`src/rtl/flash_seq_pkg.sv`:
```
package flash_seq_pkg;

    typedef enum logic [2:0] {
        ST_IDLE,
        ST_LOAD_DATA,
        ST_LOAD_ADDR,
        ST_POLL,
        ST_FETCH,
        ST_FINISH
    } seq_state_t;

    typedef enum logic [1:0] {
        PH_UNPROT,
        PH_ERASE,
        PH_WORD,
        PH_REPROT
    } seq_phase_t;

    localparam logic [11:0] PROT_LOC     = 12'h101;
    localparam logic [31:0] PROT_OFF_VAL = 32'h0000_0000;
    localparam logic [31:0] PROT_ON_VAL  = 32'h0000_009C;
    localparam logic [11:0] ERASE_LOC    = 12'h3D8;
    localparam logic [11:0] ERASE_LOC_ALT = 12'h352;

endpackage

```
`src/rtl/fps_poll_timer.sv`:
```
module fps_poll_timer #(
    parameter int POLL_DIV  = 4,
    parameter int MAX_POLLS = 500000
) (
    input  logic clk,
    input  logic rst_n,
    input  logic arm,
    input  logic active,
    input  logic flag_busy,
    output logic complete,
    output logic timeout
);
    localparam int DW = $clog2(POLL_DIV + 1);
    localparam int PW = $clog2(MAX_POLLS + 1);

    logic [DW-1:0] div_q;
    logic [PW-1:0] polls_q;
    logic          sample;

    assign sample   = active && (div_q == DW'(POLL_DIV - 1));
    assign complete = sample && !flag_busy;
    assign timeout  = sample && flag_busy && (polls_q == PW'(MAX_POLLS - 1));

    always_ff @(posedge clk or negedge rst_n) begin
        if (!rst_n) begin
            div_q   <= '0;
            polls_q <= '0;
        end else if (arm) begin
            div_q   <= '0;
            polls_q <= '0;
        end else if (active) begin
            if (sample) begin
                div_q <= '0;
                if (flag_busy) polls_q <= polls_q + 1'b1;
            end else begin
                div_q <= div_q + 1'b1;
            end
        end
    end
endmodule

```
`src/rtl/fps_sector_calc.sv`:
```
module fps_sector_calc #(
    parameter int          AW         = 18,
    parameter logic [31:0] BIG_MASK   = 32'h3FFF,
    parameter logic [31:0] SMALL_MASK = 32'h1FFF
) (
    input  logic [AW-1:0] addr,
    input  logic          small_sector,
    input  logic          alt_erase,
    output logic          at_boundary,
    output logic [31:0]   erase_arg,
    output logic [AW-1:0] erase_loc
);
    import flash_seq_pkg::*;

    logic [AW-1:0] in_mask;
    logic [31:0]   sect;

    assign in_mask     = small_sector ? AW'(SMALL_MASK) : AW'(BIG_MASK);
    assign at_boundary = ((addr & in_mask) == '0);
    assign sect        = 32'(addr & ~in_mask) << 2;

    // Byte 1 stays; bytes 0 and 2 exchange places; byte 3 is zero.
    for (genvar b = 0; b < 4; b++) begin : g_byte
        localparam int SRC = (b == 0) ? 2 : (b == 2) ? 0 : b;
        if (b == 3) begin : g_zero
            assign erase_arg[8*b +: 8] = 8'h00;
        end else begin : g_move
            assign erase_arg[8*b +: 8] = sect[8*SRC +: 8];
        end
    end

    assign erase_loc = alt_erase ? AW'(ERASE_LOC_ALT) : AW'(ERASE_LOC);
endmodule

```
`src/rtl/flash_prog_seq.sv`:
```
module flash_prog_seq #(
    parameter int          AW         = 18,
    parameter int          CW         = 16,
    parameter int          POLL_DIV   = 4,
    parameter int          MAX_POLLS  = 500000,
    parameter logic [31:0] BIG_MASK   = 32'h3FFF,
    parameter logic [31:0] SMALL_MASK = 32'h1FFF
) (
    input  logic          clk,
    input  logic          rst_n,
    input  logic          start,
    input  logic [AW-1:0] start_addr,
    input  logic [CW-1:0] word_count,
    input  logic          small_sector,
    input  logic          alt_erase,
    input  logic [31:0]   wr_data,
    input  logic          wr_valid,
    output logic          wr_ready,
    output logic          port_data_we,
    output logic [31:0]   port_data,
    output logic          port_addr_we,
    output logic          port_cfg,
    output logic [AW-1:0] port_addr,
    input  logic          port_flag,
    output logic          flash_en,
    output logic          busy,
    output logic          done,
    output logic          ok,
    output logic [AW-1:0] fail_addr
);
    import flash_seq_pkg::*;

    seq_state_t    state_q, state_d;
    seq_phase_t    phase_q;
    logic [AW-1:0] cur_addr_q;
    logic [CW-1:0] remain_q;
    logic [31:0]   word_q;
    logic          fail_q;
    logic          cmd_cfg_q;
    logic [AW-1:0] cmd_addr_q;
    logic [31:0]   cmd_data_q;
    logic          en_q, done_q, ok_q;
    logic [AW-1:0] fail_addr_q;

    logic          poll_complete, poll_timeout, poll_end;
    logic          at_boundary;
    logic [31:0]   erase_arg;
    logic [AW-1:0] erase_loc;

    fps_poll_timer #(
        .POLL_DIV (POLL_DIV),
        .MAX_POLLS(MAX_POLLS)
    ) u_poll (
        .clk      (clk),
        .rst_n    (rst_n),
        .arm      (state_q == ST_LOAD_ADDR),
        .active   (state_q == ST_POLL),
        .flag_busy(port_flag),
        .complete (poll_complete),
        .timeout  (poll_timeout)
    );

    fps_sector_calc #(
        .AW        (AW),
        .BIG_MASK  (BIG_MASK),
        .SMALL_MASK(SMALL_MASK)
    ) u_sect (
        .addr        (cur_addr_q),
        .small_sector(small_sector),
        .alt_erase   (alt_erase),
        .at_boundary (at_boundary),
        .erase_arg   (erase_arg),
        .erase_loc   (erase_loc)
    );

    assign poll_end = poll_complete || poll_timeout;

    // State register
    always_ff @(posedge clk or negedge rst_n) begin
        if (!rst_n) state_q <= ST_IDLE;
        else        state_q <= state_d;
    end

    // Next-state logic
    always_comb begin
        state_d = state_q;
        unique case (state_q)
            ST_IDLE:      if (start) state_d = ST_LOAD_DATA;
            ST_LOAD_DATA: state_d = ST_LOAD_ADDR;
            ST_LOAD_ADDR: state_d = ST_POLL;
            ST_POLL: begin
                if (poll_end) begin
                    if (phase_q == PH_REPROT)
                        state_d = ST_FINISH;
                    else if ((phase_q == PH_UNPROT && remain_q != '0) ||
                             (phase_q == PH_WORD && poll_complete && remain_q != CW'(1)))
                        state_d = ST_FETCH;
                    else
                        state_d = ST_LOAD_DATA;
                end
            end
            ST_FETCH:     if (wr_valid) state_d = ST_LOAD_DATA;
            ST_FINISH:    state_d = ST_IDLE;
            default:      state_d = ST_IDLE;
        endcase
    end

    // Job datapath and command registers
    always_ff @(posedge clk or negedge rst_n) begin
        if (!rst_n) begin
            phase_q     <= PH_UNPROT;
            cur_addr_q  <= '0;
            remain_q    <= '0;
            word_q      <= '0;
            fail_q      <= 1'b0;
            cmd_cfg_q   <= 1'b0;
            cmd_addr_q  <= '0;
            cmd_data_q  <= '0;
            en_q        <= 1'b0;
            done_q      <= 1'b0;
            ok_q        <= 1'b0;
            fail_addr_q <= '0;
        end else begin
            done_q <= 1'b0;
            unique case (state_q)
                ST_IDLE: begin
                    if (start) begin
                        cur_addr_q  <= start_addr;
                        remain_q    <= word_count;
                        fail_q      <= 1'b0;
                        fail_addr_q <= '0;
                        en_q        <= 1'b1;
                        phase_q     <= PH_UNPROT;
                        cmd_cfg_q   <= 1'b1;
                        cmd_addr_q  <= AW'(PROT_LOC);
                        cmd_data_q  <= PROT_OFF_VAL;
                    end
                end
                ST_POLL: begin
                    if (poll_end) begin
                        unique case (phase_q)
                            PH_UNPROT: begin
                                if (remain_q == '0) begin
                                    phase_q    <= PH_REPROT;
                                    cmd_data_q <= PROT_ON_VAL;
                                end
                            end
                            PH_ERASE: begin
                                if (poll_timeout) begin
                                    fail_q      <= 1'b1;
                                    fail_addr_q <= cur_addr_q;
                                    phase_q     <= PH_REPROT;
                                    cmd_cfg_q   <= 1'b1;
                                    cmd_addr_q  <= AW'(PROT_LOC);
                                    cmd_data_q  <= PROT_ON_VAL;
                                end else begin
                                    phase_q    <= PH_WORD;
                                    cmd_cfg_q  <= 1'b0;
                                    cmd_addr_q <= cur_addr_q;
                                    cmd_data_q <= word_q;
                                end
                            end
                            PH_WORD: begin
                                if (poll_timeout) begin
                                    fail_q      <= 1'b1;
                                    fail_addr_q <= cur_addr_q;
                                end else begin
                                    cur_addr_q <= cur_addr_q + 1'b1;
                                    remain_q   <= remain_q - 1'b1;
                                end
                                if (poll_timeout || remain_q == CW'(1)) begin
                                    phase_q    <= PH_REPROT;
                                    cmd_cfg_q  <= 1'b1;
                                    cmd_addr_q <= AW'(PROT_LOC);
                                    cmd_data_q <= PROT_ON_VAL;
                                end
                            end
                            PH_REPROT: ;
                            default: ;
                        endcase
                    end
                end
                ST_FETCH: begin
                    if (wr_valid) begin
                        word_q <= wr_data;
                        if (at_boundary) begin
                            phase_q    <= PH_ERASE;
                            cmd_cfg_q  <= 1'b1;
                            cmd_addr_q <= erase_loc;
                            cmd_data_q <= erase_arg;
                        end else begin
                            phase_q    <= PH_WORD;
                            cmd_cfg_q  <= 1'b0;
                            cmd_addr_q <= cur_addr_q;
                            cmd_data_q <= wr_data;
                        end
                    end
                end
                ST_FINISH: begin
                    en_q   <= 1'b0;
                    done_q <= 1'b1;
                    ok_q   <= !fail_q;
                end
                default: ;
            endcase
        end
    end

    // Outputs
    always_comb begin
        port_data_we = (state_q == ST_LOAD_DATA);
        port_addr_we = (state_q == ST_LOAD_ADDR);
        wr_ready     = (state_q == ST_FETCH);
        busy         = (state_q != ST_IDLE);
        port_cfg     = cmd_cfg_q;
        port_addr    = cmd_addr_q;
        port_data    = cmd_data_q;
        flash_en     = en_q;
        done         = done_q;
        ok           = ok_q;
        fail_addr    = fail_addr_q;
    end
endmodule

```
`config.mk`:
```
export PLATFORM = sky130hd
export DESIGN_NAME = flash_prog_seq
export DESIGN_NICKNAME = d
export VERILOG_FILES = /design/src/rtl/flash_seq_pkg.sv /design/src/rtl/fps_poll_timer.sv /design/src/rtl/fps_sector_calc.sv /design/src/rtl/flash_prog_seq.sv
export SDC_FILE = /design/constraint.sdc
export NUM_CORES = 1
export LEC_CHECK = 0
export BUFFER_PORTS_ARGS = -buffer_cell sky130_fd_sc_hd__buf_2
export CAP_MARGIN = 20
export CORE_MARGIN = 2
export CORE_UTILIZATION = 56
export DETAILED_ROUTE_END_ITERATION = 16
export GPL_TIMING_DRIVEN = 0
export HOLD_SLACK_MARGIN = 0.12
export PLACE_DENSITY = 0.76
export SETUP_SLACK_MARGIN = 0.4
export SLEW_MARGIN = 20
export SYNTH_ARGS = -nofsm -noshare
export SYNTH_HDL_FRONTEND = slang
export SYNTH_SLANG_ARGS = --single-unit
```
`constraint.sdc`:
```
create_clock -name clk -period 3.2 [get_ports clk]
set_clock_uncertainty 0.1 [all_clocks]
set_input_delay 0.32 -clock clk [delete_from_list [all_inputs] [get_ports clk]]
set_output_delay 0.32 -clock clk [all_outputs]
set_load 0.05 [all_outputs]
```
# Word-level counts from Yosys, hierarchy flattened
# Cells that the tools add are included.
# word_totals
reg_bits	166
output_inout_bits	76
word_cells	149
input_bits	73
# classes
n_addsub	4
bitwise	3
n_eq_ne	23
reduce_logical	33
muxes	71
# ops
operator	count
two-way mux 18 bit	14
two-way mux 32 bit	7
one-hot mux 32 bit (3 select lines)	2
one-hot mux 18 bit (2 select lines)	3
two-way mux 19 bit	4
two-way mux 16 bit	4
one-hot mux 18 bit (3 select lines)	1
one-hot mux 16 bit (2 select lines)	1
two-way mux 3 bit	8
AND 18 x 22 -> 22 bit	1
NOT 18 -> 22 bit	1
adder 19 x 1 -> 19 bit (second input constant)	1
== test 19 bit (second input constant)	1
adder 18 x 1 -> 18 bit (second input constant)	1
AND 18 bit	1
zero test 18 bit	1
== test 16 x 1 -> 1 bit (second input constant)	1
zero test 16 bit	1
!= test 16 x 1 -> 1 bit (second input constant)	1
nonzero test 16 bit	1
subtractor 16 x 1 -> 16 bit (second input constant)	1
one-hot mux 3 bit (5 select lines)	1
two-way mux 14 bit	1
!= test 2 bit (second input constant)	7
other kinds (27)	69

# Longest topological paths before layout
# Gate-level depths: netlist (run 1).
# logic_depth
depth_word	10
depth_mapped	10
depth_no_buf	8

# By module
# A second synthesis (run 1) with hierarchy kept.
# unflattened
cells_unflattened	895
area_unflattened_um2	9047.4
# by_module_without_submodules
module	cells_each	seq_area_each_um2	instances	area_per_inst_um2
flash_prog_seq	709	3603.5	1	7388.3
fps_poll_timer	128	550.5	1	1243.7
fps_sector_calc	58	0.0	1	415.4

# Worst setup path after synthesis (run 1)
# No wires, ideal clock.
# synth_path
path_type	flip-flop to flip-flop
startpoint	register cur_addr_q[0]
endpoint	register cmd_data_q[3] (netlist: port_data[3])
period_less_slack_ns	2.385
required_time_ns	2.975
stages_incl_launch_ff	10
setup_slack_ns	0.815
setup_time_ns	0.125
path_buffers	1
t_arrival_ns	2.160
cell_sequence	dfrtp_1 > inv_1 > ha_1 > nor4b_1 > o2111ai_2 > and2_4 > buf_6 > a222oi_1 > nand2_1 > mux2_2
# synth_via
elab_chain_cells	5
# synth_lines
item	line	rtl
from (decl)	flash_prog_seq.sv:35	logic [AW-1:0] cur_addr_q;
from (signal assigned)	flash_prog_seq.sv:128	cur_addr_q <= start_addr;
from (signal assigned)	flash_prog_seq.sv:168	cur_addr_q <= cur_addr_q + 1'b1;
AND 18 bit	fps_sector_calc.sv:19	assign at_boundary = ((addr & in_mask) == '0);
zero test 18 bit	fps_sector_calc.sv:19	
two-way mux 32 bit	flash_prog_seq.sv:186	if (at_boundary) begin
two-way mux 32 bit	flash_prog_seq.sv:184	if (wr_valid) begin
one-hot mux 32 bit (3 select lines)	flash_prog_seq.sv:125	unique case (state_q)
to (signal assigned)	flash_prog_seq.sv:160	cmd_data_q <= word_q;
to (signal assigned)	flash_prog_seq.sv:190	cmd_data_q <= erase_arg;
to (signal assigned)	flash_prog_seq.sv:195	cmd_data_q <= wr_data;
to (decl)	flash_prog_seq.sv:41	logic [31:0] cmd_data_q;
# Every way passes these cells. The select of a mux whose other input is x is not followed.
# A chain may end at the register's enable or synchronous reset.

# Worst setup path after layout (run 1)
# Ends and elaborated chain as after synthesis.

==> impl_metrics.json, run 1 <==
{
  "status": "finished clean",
  "reg2reg_from": "cur_addr_q[0]$_DFFE_PN0P_",
  "chipWidth_um": 124,
  "gp_congestion": 0.900,
  "r2r_cells": 9,
  "n_antenna_cell": 0,
  "drtIter0Drc": 744,
  "synth_flop_cell": "dfrtp_1",
  "seq_area_um2": 4150,
  "final_cell_mix": "dfrtp_1, buf_2, nand2_1, mux2_2, o21ai_0",
  "drc_errors": 0,
  "root_buffer": "clkbuf_16",
  "cts_tree": "built",
  "final.fill_count": 1012,
  "syn_to_final_growth_pct": 27.2,
  "die_h_um": 124,
  "synth_edf_count": 0,
  "totalNegativeSetupSlack_ps": 0,
  "synth_area_leaders": "dfrtp_1, mux2_2, nand2_1",
  "port_buffers": 148,
  "async_flop_share_pct": 100,
  "setup_ws_ps": 490,
  "row_count": 43,
  "clkSinkCount": 166,
  "p_per_area_nw_per_um2": 805,
  "grt_first_pass_wirelength_um": 35800,
  "initial_core_util_pct": 57.8,
  "max_freq_mhz": 369,
  "ir_drop_v": 0.000806,
  "path_clk_slew_ps": 70,
  "rsz0062_at_grt": "true",
  "crit_path_end_kind": "flop",
  "leakagePower_nw": 4.99,
  "tightest_slew_ps": 626,
  "cp_slowest_cell": "dfrtp_1",
  "track_usage_pct": 28.7,
  "cp.arrival_ps": 2920,
  "dp_hpwl_um": 15100,
  "hold_path_startpoint": "start_addr[3]",
  "synth_top_area_share_pct": 51.2,
  "r2r_slack_ps": 490,
  "syn-cell-area_um2": 8110,
  "nets": 1098,
  "r2r-end": "port_data[3]$_DFFE_PN0P_",
  "fin_crit_sh_pct": 84.7,
  "vias": 7078,
  "synthDistinctLibCells": 58,
  "dp_slack_ps": 230,
  "cp_top_family": "simple AND/OR/NAND/NOR gates",
  "antenna_found_initial": 0,
  "critical_path_peak_fanout": 10,
  "path_cells": "inv_1 > ha_1 > nor4b_4 > o2111ai_4 > and2_4 > buf_6 > a222oi_1 > nand2_1 > mux2_2",
  "worst_hold_path.endpoint": "cur_addr_q[3]$_DFFE_PN0P_",
  "core_um2": 14000,
  "final_common_cell": "dfrtp_1",
  "dpl-instance-area_um2": 9120,
  "worstPathRequired_ps": 3410,
  "cts_buffers": 17,
  "wl_per_cell_um": 18.3,
  "synth_cells": 789,
  "finalMaxSlewViolations": 0,
  "critPathBufInv": 2,
  "clockBufferDepth": 2,
  "multiInputGateArea_um2": 3680,
  "grt_max_degree": 100,
  "yosysSeqAreaShare_pct": 51.2,
  "synth_seq_cells": 166,
  "htree_levels": 4,
  "via_per_inst": 5.86,
  "synth_top_cell_by_area": "dfrtp_1",
  "drive_gt1_share_pct": 28.3,
  "cap_violations": 0,
  "yosys_warnings": 0,
  "cp_slowest_stage_delay_ps": 450,
  "die-area_um2": 15500,
  "setup_viol": 0,
  "critPathKind": "flop to flop",
  "grt_pass1_vias": 7044,
  "relSlewSlack_pct": 58.3,
  "grt-ovfl-total": 0,
  "ant_nets": 0,
  "ios": 149,
  "post-route-min-period_ps": 2710,
  "start_kind": "flop",
  "hold_viol": 0,
  "routed_wl_um": 22100,
  "avgSynthCellArea_um2": 10.3,
  "hp-class": "primary input to flop",
  "dr.pass1.iters": 6,
  "hold_ws_ps": 143,
  "holdPathStages": 3,
  "final_area_um2": 10300,
  "worstSkewPairLatency_ps": 430,
  "synth_nets": 872
}
## worst max-delay path by stage
stage | to | start | cells past startpoint
2_1_floorplan | port_data[3]$_DFFE_PN0P_ | cur_addr_q[0]$_DFFE_PN0P_ | 9
3_3_place_gp | word_q[22]$_DFFE_PN0P_ | rst_n | 1
3_5_place_dp | port_data[7]$_DFFE_PN0P_ | cur_addr_q[0]$_DFFE_PN0P_ | 9
4_1_cts | port_addr_we | state_q[2]$_DFFE_PN0P_ | 6
5_1_grt | port_addr_we | state_q[2]$_DFFE_PN0P_ | 6
6_report | port_data[3]$_DFFE_PN0P_ | cur_addr_q[0]$_DFFE_PN0P_ | 9
## cells by family after synthesis
group / Yosys count / synth area share, %
simple gates: 239 / 14.2
compound gates: 193 / 15.3
flops: 166 / 51.2
mux: 88 / 11.9
buf+inv: 78 / 4.24
xor+xnor: 15 / 1.62
fa+ha+maj: 10 / 1.54
## worst reg2reg max path, stage by stage, from the launching register on
cell       delay [ps]
dfrtp_1           450
inv_1             160
ha_1              200
nor4b_4           300
o2111ai_4         260
and2_4            270
buf_6             140
a222oi_1          340
nand2_1           100
mux2_2            280
## where the power goes
part / switching, mW / leakage (nW) / internal [mW] / total (mW)
Combinational: 2.24 / 2.52 / 0.993 / 3.23
Sequential: 0.502 / 2.19 / 2.55 / 3.05
Clock: 0.909 / 0.278 / 1.11 / 2.02
Total: 3.65 / 4.99 / 4.66 / 8.31
## state kept, by name (all words and copies together), names as in the netlist
register        cells
port_data          32
word_q             32
u_poll.polls_q     19
phase_q             2
remain_q           16
fail_q              1
port_cfg            1
port_addr          18
done                1
ok                  1
fail_addr          18
state_q             3
cur_addr_q         18
flash_en            1
u_poll.div_q        3
## cells in the mapped netlist, types with 7 or more instances
| cell type | n |
|---|---|
| a22oi_1 | 7 |
| dfrtp_1 | 166 |
| and3_1 | 8 |
| nand2_1 | 102 |
| nor2_1 | 45 |
| a22o_1 | 26 |
| a21oi_1 | 50 |
| mux2_2 | 65 |
| nor3_1 | 16 |
| mux2i_1 | 20 |
| xor2_1 | 12 |
| clkbuf_1 | 27 |
| inv_1 | 33 |
| o22ai_1 | 20 |
| nand4_1 | 7 |
| ha_1 | 10 |
| nand3_1 | 17 |
| o21ai_0 | 58 |
## per-layer routing
layer | GRT usage, % | wire (um) | share of wire [%]
met1 | 39.1 | 9680 | 44
met2 | 43.8 | 10200 | 46
met3 | 7.09 | 1420 | 6.4
met4 | 12.7 | 754 | 3.4
met5 | 0 | 0 | 0
## through the flow
| stage | power, mW | std cells | utilization, % |
|---|---|---|---|
| after floorplan | 5.16 | 789 | - |
| after global placement | 6.05 | 1117 | 64.7 |
| after detailed placement | 6.12 | 1118 | 64.9 |
| after CTS | 8.19 | 1200 | 72.7 |
| after global routing | 8.75 | 1208 | 73.5 |
| final | 8.31 | 1208 | 73.5 |
## what timing repair did
| action | CTS | global route |
|---|---|---|
| hold buffers | 50 | 0 |
| pin swaps | 1 | 2 |
| hold endpoints to repair | 116 | 0 |
| endpoints found under the setup margin | 25 | 78 |
| setup buffers | 0 | 8 |
| resized for setup | 2 | 15 |
## final cells by class
class                           instances  area share [%]
Sequential cell                       166            40.2
Buffer                                 45            2.18
Multi-Input combinational cell        545            35.6
Timing Repair Buffer                  207            13.0
Tap cell                              180            2.18
Clock inverter                         14            1.33
Clock buffer                           18            4.25
Inverter                               33            1.20
(Power assumes the default switching activity.)
==> inputs of run 2 (changes only) <==
==> constraint.sdc (replaced) <==
create_clock -name clk -period 2.75 [get_ports clk]
set_clock_uncertainty 0.1 [all_clocks]
set_input_delay 0.275 -clock clk [delete_from_list [all_inputs] [get_ports clk]]
set_output_delay 0.275 -clock clk [all_outputs]
set_load 0.05 [all_outputs]
==> impl_metrics.json, run 2 (synthesis gave the netlist of run 1 again) <==
{
  "wl_per_cell_um": 20.4,
  "cp.arrival_ps": 2800,
  "dr.pass1.iters": 5,
  "cp_slowest_cell": "or4b_4",
  "power_mw": 10.5,
  "comb_power_share_pct": 40.5,
  "row_count": 43,
  "gp_congestion": 0.911,
  "max_freq_mhz": 386,
  "drtIter0Drc": 714,
  "cts_tree": "built",
  "antenna_found_initial": 0,
  "final_cell_mix": "dfrtp_1, buf_2, nand2_1, dlygate4sd3_1, o21ai_0",
  "ir_drop_v": 0.000967,
  "die_h_um": 124,
  "drc_errors": 0,
  "core_um2": 14000,
  "dp_hpwl_um": 15000,
  "setup_viol": 0,
  "critical_path_peak_fanout": 6,
  "leakagePower_nw": 5.35,
  "hold_ws_ps": 162,
  "routed_wl_um": 25400,
  "track_usage_pct": 31.2,
  "tightest_slew_ps": 644,
  "die-area_um2": 15500,
  "final_common_cell": "dfrtp_1",
  "drive_gt1_share_pct": 33.8,
  "clockBufferDepth": 2,
  "p_int_mw": 5.94,
  "seqPwrFrac_pct": 34.4,
  "start_kind": "flop",
  "via_per_inst": 6.07,
  "initial_core_util_pct": 57.8,
  "pwr-share-clk_pct": 25.1,
  "path_cells": "or4b_4 > nor4_4 > and3_4 > buf_6 > a21oi_4 > o32ai_1 > buf_4 > mux2_2",
  "crit_path_end_kind": "flop",
  "grt_first_pass_wirelength_um": 38700,
  "hold_viol": 0,
  "root_buffer": "clkbuf_16",
  "worstSkewPairLatency_ps": 440,
  "htree_levels": 4,
  "chipWidth_um": 124,
  "switching_power_mw": 4.55,
  "relSlewSlack_pct": 57.0,
  "port_buffers": 148,
  "grt_max_degree": 85,
  "syn_to_final_growth_pct": 37.4,
  "finalMaxSlewViolations": 0,
  "hp-class": "primary input to flop",
  "status": "finished clean",
  "worstPathRequired_ps": 2960,
  "cp_top_family": "simple AND/OR/NAND/NOR gates",
  "cts_buffers": 17,
  "fin_crit_sh_pct": 94.2,
  "seq_area_um2": 4160,
  "sw_frac_of_total_pct": 43.4,
  "clkSinkCount": 166,
  "vias": 7586,
  "rsz0062_at_grt": "true",
  "final.fill_count": 839,
  "critPathBufInv": 2,
  "cap_violations": 0,
  "ant_nets": 0,
  "multiInputGateArea_um2": 3980,
  "cp_slowest_stage_delay_ps": 550,
  "path_clk_slew_ps": 60,
  "grt-ovfl-total": 0,
  "post-route-min-period_ps": 2590,
  "grt_pass1_vias": 7451,
  "ios": 149,
  "p_per_area_nw_per_um2": 941,
  "nets": 1137,
  "critPathKind": "flop to flop"
}
==> run 2: cell types whose count changed in the layout (fill, tap and decap cells not counted), moves of 4 or more <==
| cell | delta |
|---|---|
| mux2_2 | -30 |
| mux2_4 | +33 |
| clkbuf_2 | +10 |
| nor4_1 | -4 |
| clkbuf_1 | -14 |
| dlygate4sd3_1 | +18 |
| buf_2 | +4 |
| buf_8 | +7 |
| buf_1 | -4 |
| buf_4 | +15 |
==> run 2: worst paths after layout <==
path,cells past startpoint,slack (ps),from,to
min in group asynchronous,2,340,rst_n,remain_q[13]$_DFFE_PN0P_
min reg2reg,2,390,fail_addr[14]$_DFFE_PN0P_,fail_addr[14]$_DFFE_PN0P_
max,8,160,u_poll.polls_q[7]$_DFFE_PN0P_,port_addr[1]$_DFFE_PN0P_
max in group asynchronous,3,1390,rst_n,remain_q[5]$_DFFE_PN0P_
max reg2reg,8,160,u_poll.polls_q[7]$_DFFE_PN0P_,port_addr[1]$_DFFE_PN0P_
min,3,160,start_addr[15],cur_addr_q[15]$_DFFE_PN0P_
==> run 2: area by class of cell <==
| type | instances | share of cell area (%) |
|---|---|---|
| Sequential cell | 166 | 37.3 |
| Multi-Input combinational cell | 545 | 35.7 |
| Timing Repair Buffer | 246 | 15.6 |
| Clock buffer | 19 | 4.06 |
| Buffer | 45 | 2.54 |
| Tap cell | 180 | 2.02 |
| Clock inverter | 13 | 1.72 |
| Inverter | 33 | 1.11 |
| Antenna cell | 2 | 0.0449 |
==> run 2: worst reg2reg max path, cell delays in order (launching register included) <==
cell and delay, ps:
dfrtp_1 380, or4b_4 550, nor4_4 160, and3_4 230, buf_6 150, a21oi_4 60, o32ai_1 230, buf_4 240
mux2_2 360
==> run 2: timing repair <==
action                                  4_1_cts  5_1_grt
gates resized for setup                      42       79
endpoints found under the setup margin      124      134
pin swaps                                     7       10
endpoints found under the hold margin       163        0
buffers inserted                             14       11
hold buffers                                 68        0
gates cloned                                  3        1
==> run 2: per-layer routing <==
metal	GRT usage [%]	vias to the layer above	wire [um]	part of all wire (%)
li1	-	3350	-	-
met1	42.6	3695	10300	40
met2	48.5	442	12300	48
met3	6.79	99	1870	7.3
met4	13.6	0	1050	4.1
met5	0	-	0	0
==> run 2: power by group through the flow <==
stage,clock network (mW),registers (mW),logic (mW)
finish,2.63,3.61,4.25
global route,2.76,3.66,4.52
CTS,2.63,3.55,3.86
detailed placement,0,3.56,3.60
global placement,0,3.55,3.52
floorplan,0,4.19,1.83
==> run 2: per-stage QoR <==
stage                     util (%)  area, um2  setup slack (ps)  std cells  setup TNS [ps]
after floorplan                  -       8180               374        789               0
after global placement        65.2       9150             -1310       1117         -216260
after detailed placement      65.4       9190             -46.4       1118            -237
after CTS                     76.8      10800               242       1235               0
after global routing          79.4      11100               125       1247               0
final                         79.4      11100               160       1249               0
